$ cat src/rtl/intr_holdoff.sv
module intr_holdoff #(
  parameter int CNT_W   = 14,
  parameter int LVL_W   = 3,
  parameter int LVL_MIN = 1,
  parameter int LVL_MAX = 6
) (
  input  logic             clk,
  input  logic             rst_n,
  input  logic             cyc_en,
  input  logic             ld_stb,
  input  logic [CNT_W-1:0] ld_val,
  input  logic             sw_wr,
  input  logic [CNT_W-1:0] sw_val,
  input  logic [LVL_W-1:0] req_lvl,
  output logic             hold_active,
  output logic             lvl_block,
  output logic [CNT_W-1:0] cnt_rd
);

  localparam logic [CNT_W-1:0] ONE = CNT_W'(1);

  logic [CNT_W-1:0] cnt_q;
  logic             cnt_live;
  logic             lvl_in_band;

  assign cnt_live    = |cnt_q;
  assign hold_active = ld_stb | cnt_live;
  assign lvl_in_band = (req_lvl >= LVL_W'(LVL_MIN)) && (req_lvl <= LVL_W'(LVL_MAX));
  assign lvl_block   = hold_active & lvl_in_band;
  assign cnt_rd      = cnt_q;

  always_ff @(posedge clk or negedge rst_n) begin
    if (!rst_n)
      cnt_q <= '0;
    else if (ld_stb)
      cnt_q <= ld_val;
    else if (sw_wr)
      cnt_q <= sw_val;
    else if (cyc_en && cnt_live)
      cnt_q <= cnt_q - ONE;
  end


  strobe_masks_chk: assert property (@(posedge clk) disable iff (!rst_n)
    ld_stb |-> hold_active);


  load_taken_chk: assert property (@(posedge clk) disable iff (!rst_n)
    ld_stb |=> cnt_rd == $past(ld_val));


  sw_taken_chk: assert property (@(posedge clk) disable iff (!rst_n)
    (sw_wr && !ld_stb) |=> cnt_rd == $past(sw_val));


  step_down_chk: assert property (@(posedge clk) disable iff (!rst_n)
    (!ld_stb && !sw_wr && cyc_en && cnt_rd != '0) |=> cnt_rd == $past(cnt_rd) - ONE);


  stall_hold_chk: assert property (@(posedge clk) disable iff (!rst_n)
    (!ld_stb && !sw_wr && !cyc_en) |=> $stable(cnt_rd));


  top_level_pass_chk: assert property (@(posedge clk) disable iff (!rst_n)
    (req_lvl == '1 || req_lvl == '0) |-> !lvl_block);

endmodule

$ cat config.mk
export PLATFORM = sky130hd
export DESIGN_NAME = intr_holdoff
export DESIGN_NICKNAME = d
export VERILOG_FILES = /design/src/rtl/intr_holdoff.sv
export SDC_FILE = /design/constraint.sdc
export NUM_CORES = 1
export LEC_CHECK = 0
export ABC_AREA = 0
export ABC_CLOCK_PERIOD_IN_PS = 2820
export BUFFER_PORTS_ARGS = -buffer_cell sky130_fd_sc_hd__buf_2
export CORE_AREA = 2 2 54 56
export DETAILED_ROUTE_END_ITERATION = 10
export DIE_AREA = 0 0 56 58
export GPL_TIMING_DRIVEN = 0
export PLACE_DENSITY = 0.89
export SKIP_CTS_REPAIR_TIMING = 1
export SKIP_LAST_GASP = 1
export SYNTH_ARGS = -nofsm -noshare
export SYNTH_HDL_FRONTEND = slang
export SYNTH_SLANG_ARGS = --single-unit
$ cat constraint.sdc
create_clock -name clk -period 2.82 [get_ports clk]
set_input_delay 0.282 -clock clk [delete_from_list [all_inputs] [get_ports clk]]
set_output_delay 0.282 -clock clk [all_outputs]
set_load 0.05 [all_outputs]
==> results of run 1 <==
==> worst register-to-register path, delay by kind of cell (launching register included) <==
kind / cells / cell delay, ns
AOI/OAI and AO/OA: 2 / 0.64
muxes: 1 / 0.19
adders and majority gates: 1 / 0.21
DFF: 1 / 0.44
buffers and inverters: 3 / 0.52
and+or+nand+nor: 1 / 0.45
==> through the flow <==
stage          setup WS, ns  instances  hold WS, ns  area, sq um
3_3_place_gp         0.3226        225       0.2089         1491
2_1_floorplan        0.2816        144     -0.01359         1202
4_1_cts             0.05644        229      -0.1103         1528
6_report             0.2472        230       0.1873         1543
3_5_place_dp         0.2724        225       0.2099         1491
5_1_grt            0.008935        230       0.2140         1543
==> final timing paths <==
path | depth (start not counted) | startpoint | endpoint | slack (ns)
setup / recovery | 8 | cnt_rd[0] | cnt_rd[2] | 0.25
hold / removal | 3 | sw_val[8] | cnt_rd[8] | 0.19
setup reg to reg | 8 | cnt_rd[0] | cnt_rd[2] | 0.25
hold reg to reg | 2 | cnt_rd[9] | cnt_rd[9] | 0.67
max in group asynchronous | 2 | rst_n | cnt_rd[7] | 2.15
min in group asynchronous | 2 | rst_n | cnt_rd[13] | 0.42
==> power breakdown <==
group          switching [mW]  internal (mW)
sequential             0.0327          0.222
combinational           0.183          0.102
clock                  0.0766         0.0786
total                   0.292          0.403
==> layer usage <==
| metal | vias up | GRT usage |
|---|---|---|
| li1 | 664 | - |
| met3 | 11 | 0.03571 |
| met4 | 0 | 0.1156 |
| met1 | 643 | 0.3038 |
| met5 | - | 0 |
| met2 | 58 | 0.3697 |
==> placed cells by master, fill, tap and decap left out, drive strengths merged, types with 2 or more instances in the layout <==
cell type	n
a211o	2
a21oi	3
a22oi	8
and3	2
buf	54
clkbuf	12
dfrtp	14
inv	5
mux2i	2
nand2	9
nand3	4
nand4	3
nor2	11
nor2b	6
nor3	6
nor3b	3
nor4	6
o211ai	2
o21ai	6
o31a	2
o31ai	5
o41ai	3
or2	3
or3	4
or4	3
xnor2	3
==> cell type report <==
class / instances / area [sq um]
Buffer: 12 / 67.56
Fill cell: 266 / 1120
Sequential cell: 14 / 350.3
Inverter: 6 / 22.52
Multi-Input combinational cell: 112 / 767.0
Tap cell: 31 / 38.79
Timing Repair Buffer: 51 / 260.3
Clock buffer: 4 / 36.28
==> cells by family after synthesis <==
group                    after synthesis  synth area share
multiplexers                           3           0.02601
XOR/XNOR                               4           0.02914
buffers and inverters                 18           0.07492
adder cells (fa/ha/maj)                1           0.01040
AO/OA/AOI/OAI                         41            0.2778
AND/OR/NAND/NOR                       63            0.2903
flip-flops                            14            0.2914
==> flow_summary.toml, run 1 <==
[synth]
async_flop_share = 1.000
synth_edf_count = 0
yosysWarnings = 0
yosys-top-cells-count = "dfrtp_1 (14), nor2_1 (11), nand2_1 (9), a22oi_1 (8), clkbuf_1 (8)"
synth_top_area_share = 0.2914
synth_area_leaders = "dfrtp_1 (29%), a22oi_1 (5.0%), nor2_1 (3.4%)"
ys.flop_type = "dfrtp_1"
yosys.area.top_type = "dfrtp_1"
syn-num-nets = 181
synth_area_per_cell_sq_um = 8.350
syn_inst = 144
ys_seq_elements = 14
yosysMostFrequentCell = "dfrtp_1"
syn_area_sq_um = 1202
yosysSeqAreaShare = 0.2914
ys_types = 48

[floorplanning]
die_w_um = 56
start_util = 0.4516
coreArea_sq_um = 2663
dieHeight_um = 58
ios = 52
rows = 19
dieArea_sq_um = 3248

[sta]
post-route-min-period_ns = 2.573
finalCritPeriodShare = 0.9123
finalHoldViolCount = 0
worst_slew_pin_slew_ns = 0.5499
slew_viol_final = 0
fin_tns_setup_ns = 0
skew_ns = 0.003410
slew_headroom = 0.6300
setup_viol = 0
fmax_mhz = 388.7
rsz0062_at_grt = "false"

[clock_network]
cts_root_buffer = "clkbuf_4"
clkLatencyLatePin_ns = 0.29
cts.sinks = 14
cts_tree = "built"
clk_pin_slew_ns = 0.10
htreeDepth = 1
cts_made_buffers = 3
cts_buffer_depth = 2

[global_route]
grt_use_total = 0.2302
grt_pass1_wl_um = 5878
antenna_found_initial = 0
grt_max_degree = 15
grt_pass1_vias = 1281
grt_overflow = 0

[place]
portBuffers = 50
dp_hpwl_um = 2628
place_congestion = 0.8911

[layout]
largest_register_ffs = 14
fin_util = 0.5794
drive_above_1_share = 0.3467
fin_nets = 237
diodes = 0
syn_to_final_growth_pct = 28.30

[detailed_routing]
dr.first_iter.drc_count = 56
route.met3.wl_um = 231
wl_met2_um = 1659
via_per_inst = 5.983
num_vias = 1376
routed_wl_um = 3499
final_antenna_net_count = 0
wl_per_cell_um = 15.21
highest_layer = "met4"
drt-met1-wl_um = 1514
first_pass_iters = 4
drc = 0

[setup_path]
critPathTopFamily = "compound AO/OA/AOI/OAI gates"
required_ns = 2.99
worst_path_largest_cell_delay_ns = 0.57
critical_path_class = "flip-flop to flip-flop"
cp_slowest_cell = "o41ai_4"
worstPathArrival_ns = 2.74
crit_chain = "inv_1 -> ha_1 -> or3b_2 -> clkbuf_1 -> o41ai_4 -> buf_6 -> mux2i_1 -> o21ai_1"
crit_path_end_kind = "flip-flop"
path_buf_inv = 3
path_max_fanout = 10
start_kind = "flip-flop"

[power_and_ir_drop]
total_power_mw = 0.6952
powerDensity_nw_per_um2 = 450.6
peakVddDrop_uv = 281.8
p_leak_nw = 0.6900

[status]
status = "complete, no violations"

[hold_path]
hp-class = "input port to flip-flop"

[flow_run]
maxCapViolations = 0
Power figures use the tool's default switching activity.
==> inputs of run 2 (changes only) <==
--- a/config.mk
+++ b/config.mk
@@ -6,13 +6,13 @@
 export NUM_CORES = 1
 export LEC_CHECK = 0
 export ABC_AREA = 0
-export ABC_CLOCK_PERIOD_IN_PS = 2820
+export ABC_CLOCK_PERIOD_IN_PS = 2300
 export BUFFER_PORTS_ARGS = -buffer_cell sky130_fd_sc_hd__buf_2
-export CORE_AREA = 2 2 54 56
+export CORE_AREA = 2 2 56 58
 export DETAILED_ROUTE_END_ITERATION = 10
-export DIE_AREA = 0 0 56 58
+export DIE_AREA = 0 0 58 60
 export GPL_TIMING_DRIVEN = 0
-export PLACE_DENSITY = 0.89
+export PLACE_DENSITY = 0.87
 export SKIP_CTS_REPAIR_TIMING = 1
 export SKIP_LAST_GASP = 1
 export SYNTH_ARGS = -nofsm -noshare
==> constraint.sdc (replaced) <==
create_clock -name clk -period 2.3 [get_ports clk]
set_input_delay 0.23 -clock clk [delete_from_list [all_inputs] [get_ports clk]]
set_output_delay 0.23 -clock clk [all_outputs]
set_load 0.05 [all_outputs]
==> run 2 against run 1 <==
Cell count grew 3.0%. Wire length grew 1.0%. Critical path depth is 1 lower. Sequential power is 24% higher. Combinational power up 29%. Flip-flop and latch count stayed put. Utilization is 2.7 points lower. Non-clock buffer count is 5 higher. Register-to-register slack worse by 0.11 ns. Clock skew up 0.0035 ns. Largest cell class unchanged.
==> flow_summary.toml, run 2 (synthesis gave the netlist of run 1 again) <==
[layout]
fillers = 278
syn_to_final_growth_pct = 33.30
final_common_cell = "buf_2"
mostFrequentLayoutCells = "buf_2 (49), nor2_1 (11), dfrtp_1 (11), nand2_1 (9)"
drive_above_1_share = 0.3873
fin_util = 0.5522
diodes = 0
largest_register_ffs = 14
fin_nets = 242

[hold_path]
holdPathStages = 3
hp-class = "input port to flip-flop"
holdPathEnd = "cnt_rd[1]"
hold_start = "ld_val[1]"

[detailed_routing]
wl_per_cell_um = 14.92
first_pass_iters = 4
drc = 0
via_per_inst = 5.827
dr.first_iter.drc_count = 49
routed_wl_um = 3535
num_vias = 1381
final_antenna_net_count = 0

[sta]
fmax_mhz = 447.0
fin_tns_setup_ns = 0
post-route-min-period_ns = 2.237
skew_ns = 0.006955
layout_setup_ws_ns = 0.06299
slew_headroom = 0.6616
whs_ns = 0.1367
setup_viol = 0
finalHoldViolCount = 0
rsz0062_at_grt = "true"
slew_viol_final = 0
worst_slew_pin_slew_ns = 0.5076
finalCritPeriodShare = 0.9726

[clock_network]
cts_made_buffers = 3
cts_buffer_depth = 2
cts_tree = "built"
clkLatencyLatePin_ns = 0.29
htreeDepth = 1
cts.sinks = 14
clk_pin_slew_ns = 0.10
cts_root_buffer = "clkbuf_4"

[floorplanning]
dieHeight_um = 60
start_util = 0.4142
dieArea_sq_um = 3480
coreArea_sq_um = 2903
ios = 52
rows = 20
die_w_um = 58

[power_and_ir_drop]
peakVddDrop_uv = 344.6
p_int_mw = 0.4814
switchingPower_mw = 0.3627
powerDensity_nw_per_um2 = 526.7
p_seq_frac = 0.375
clkPwrFrac = 0.188
p_sw_frac = 0.4297
total_power_mw = 0.8442
p_leak_nw = 0.7164
pwr-share-comb = 0.437

[setup_path]
crit_path_end_kind = "output port"
path_max_fanout = 4
r2r_slack_ns = 0.14
rr_endpoint = "cnt_rd[2]"
cp_slowest_cell = "dfrtp_2"
rr_worst_depth = 8
crit_chain = "inv_1 -> ha_2 -> nor3b_4 -> nand4_1 -> or2_4 -> and3_1 -> buf_4"
critPathTopFamily = "simple AND/OR/NAND/NOR gates"
worstPathArrival_ns = 2.01
worstReg2RegStart = "cnt_rd[0]"
path_buf_inv = 2
start_kind = "flip-flop"
required_ns = 2.07
critical_path_class = "flip-flop to output port"
worst_path_largest_cell_delay_ns = 0.44

[status]
status = "complete, no violations"

[global_route]
grt_pass1_vias = 1229
grt_use_total = 0.2078
grt_max_degree = 15
grt_overflow = 0
antenna_found_initial = 0
grt_pass1_wl_um = 5561

[flow_run]
maxCapViolations = 0

[place]
place_congestion = 0.9296
dp_hpwl_um = 2584
portBuffers = 50
preCtsSetupSlack_ns = -0.1358
[run 2: worst register-to-register path, stage by stage, from the launching register on]
cell     delay [ns]
dfrtp_2        0.44
inv_1          0.07
ha_2           0.20
or3b_4         0.44
o41ai_4        0.29
buf_4          0.20
buf_6          0.16
mux2i_1        0.19
o21ai_1        0.07
[run 2: layout make-up]
class	instances	area (sq um)	share of cell area
multi-input cells	112	787.0	0.4910
flip-flops and latches	14	354.1	0.2209
repair buffers	57	307.8	0.1920
plain buffers	11	63.81	0.03981
well taps	33	41.29	0.02576
clock buffers	4	26.28	0.01639
inverters	6	22.52	0.01405
[run 2: worst max path at each step]
stage / startpoint / endpoint / slack, ns / cells after the start
floorplan: cnt_rd[4] / cnt_rd[2] / 0.002 / 7
global placement: cnt_rd[0] / cnt_rd[2] / -0.1 / 8
detailed placement: cnt_rd[0] / cnt_rd[2] / -0.14 / 8
CTS: cnt_rd[1] / lvl_block / -0.16 / 7
global route: cnt_rd[1] / lvl_block / -0.04 / 7
finish: cnt_rd[0] / lvl_block / 0.06 / 7
[run 2: per-stage QoR]
step	cell area, sq um	std cells
after floorplan	1211	144
after CTS	1529	231
final	1603	237
after global routing	1603	237
after detailed placement	1503	227
after global placement	1503	227
[run 2: power by group through the flow]
stage	Clock (mW)	Sequential, mW	Combinational [mW]
after floorplan	0	0.405	0.158
after global placement	0	0.315	0.343
after detailed placement	0	0.318	0.348
after CTS	0.161	0.313	0.349
after global routing	0.171	0.321	0.397
final	0.159	0.316	0.369
[run 2: layer usage]
metal	vias to the layer above	share of wire	track usage
met2	61	0.48	0.3604
li1	672	-	-
met1	643	0.43	0.2686
met5	-	0	0
met4	0	0.011	0.05980
met3	5	0.076	0.03030
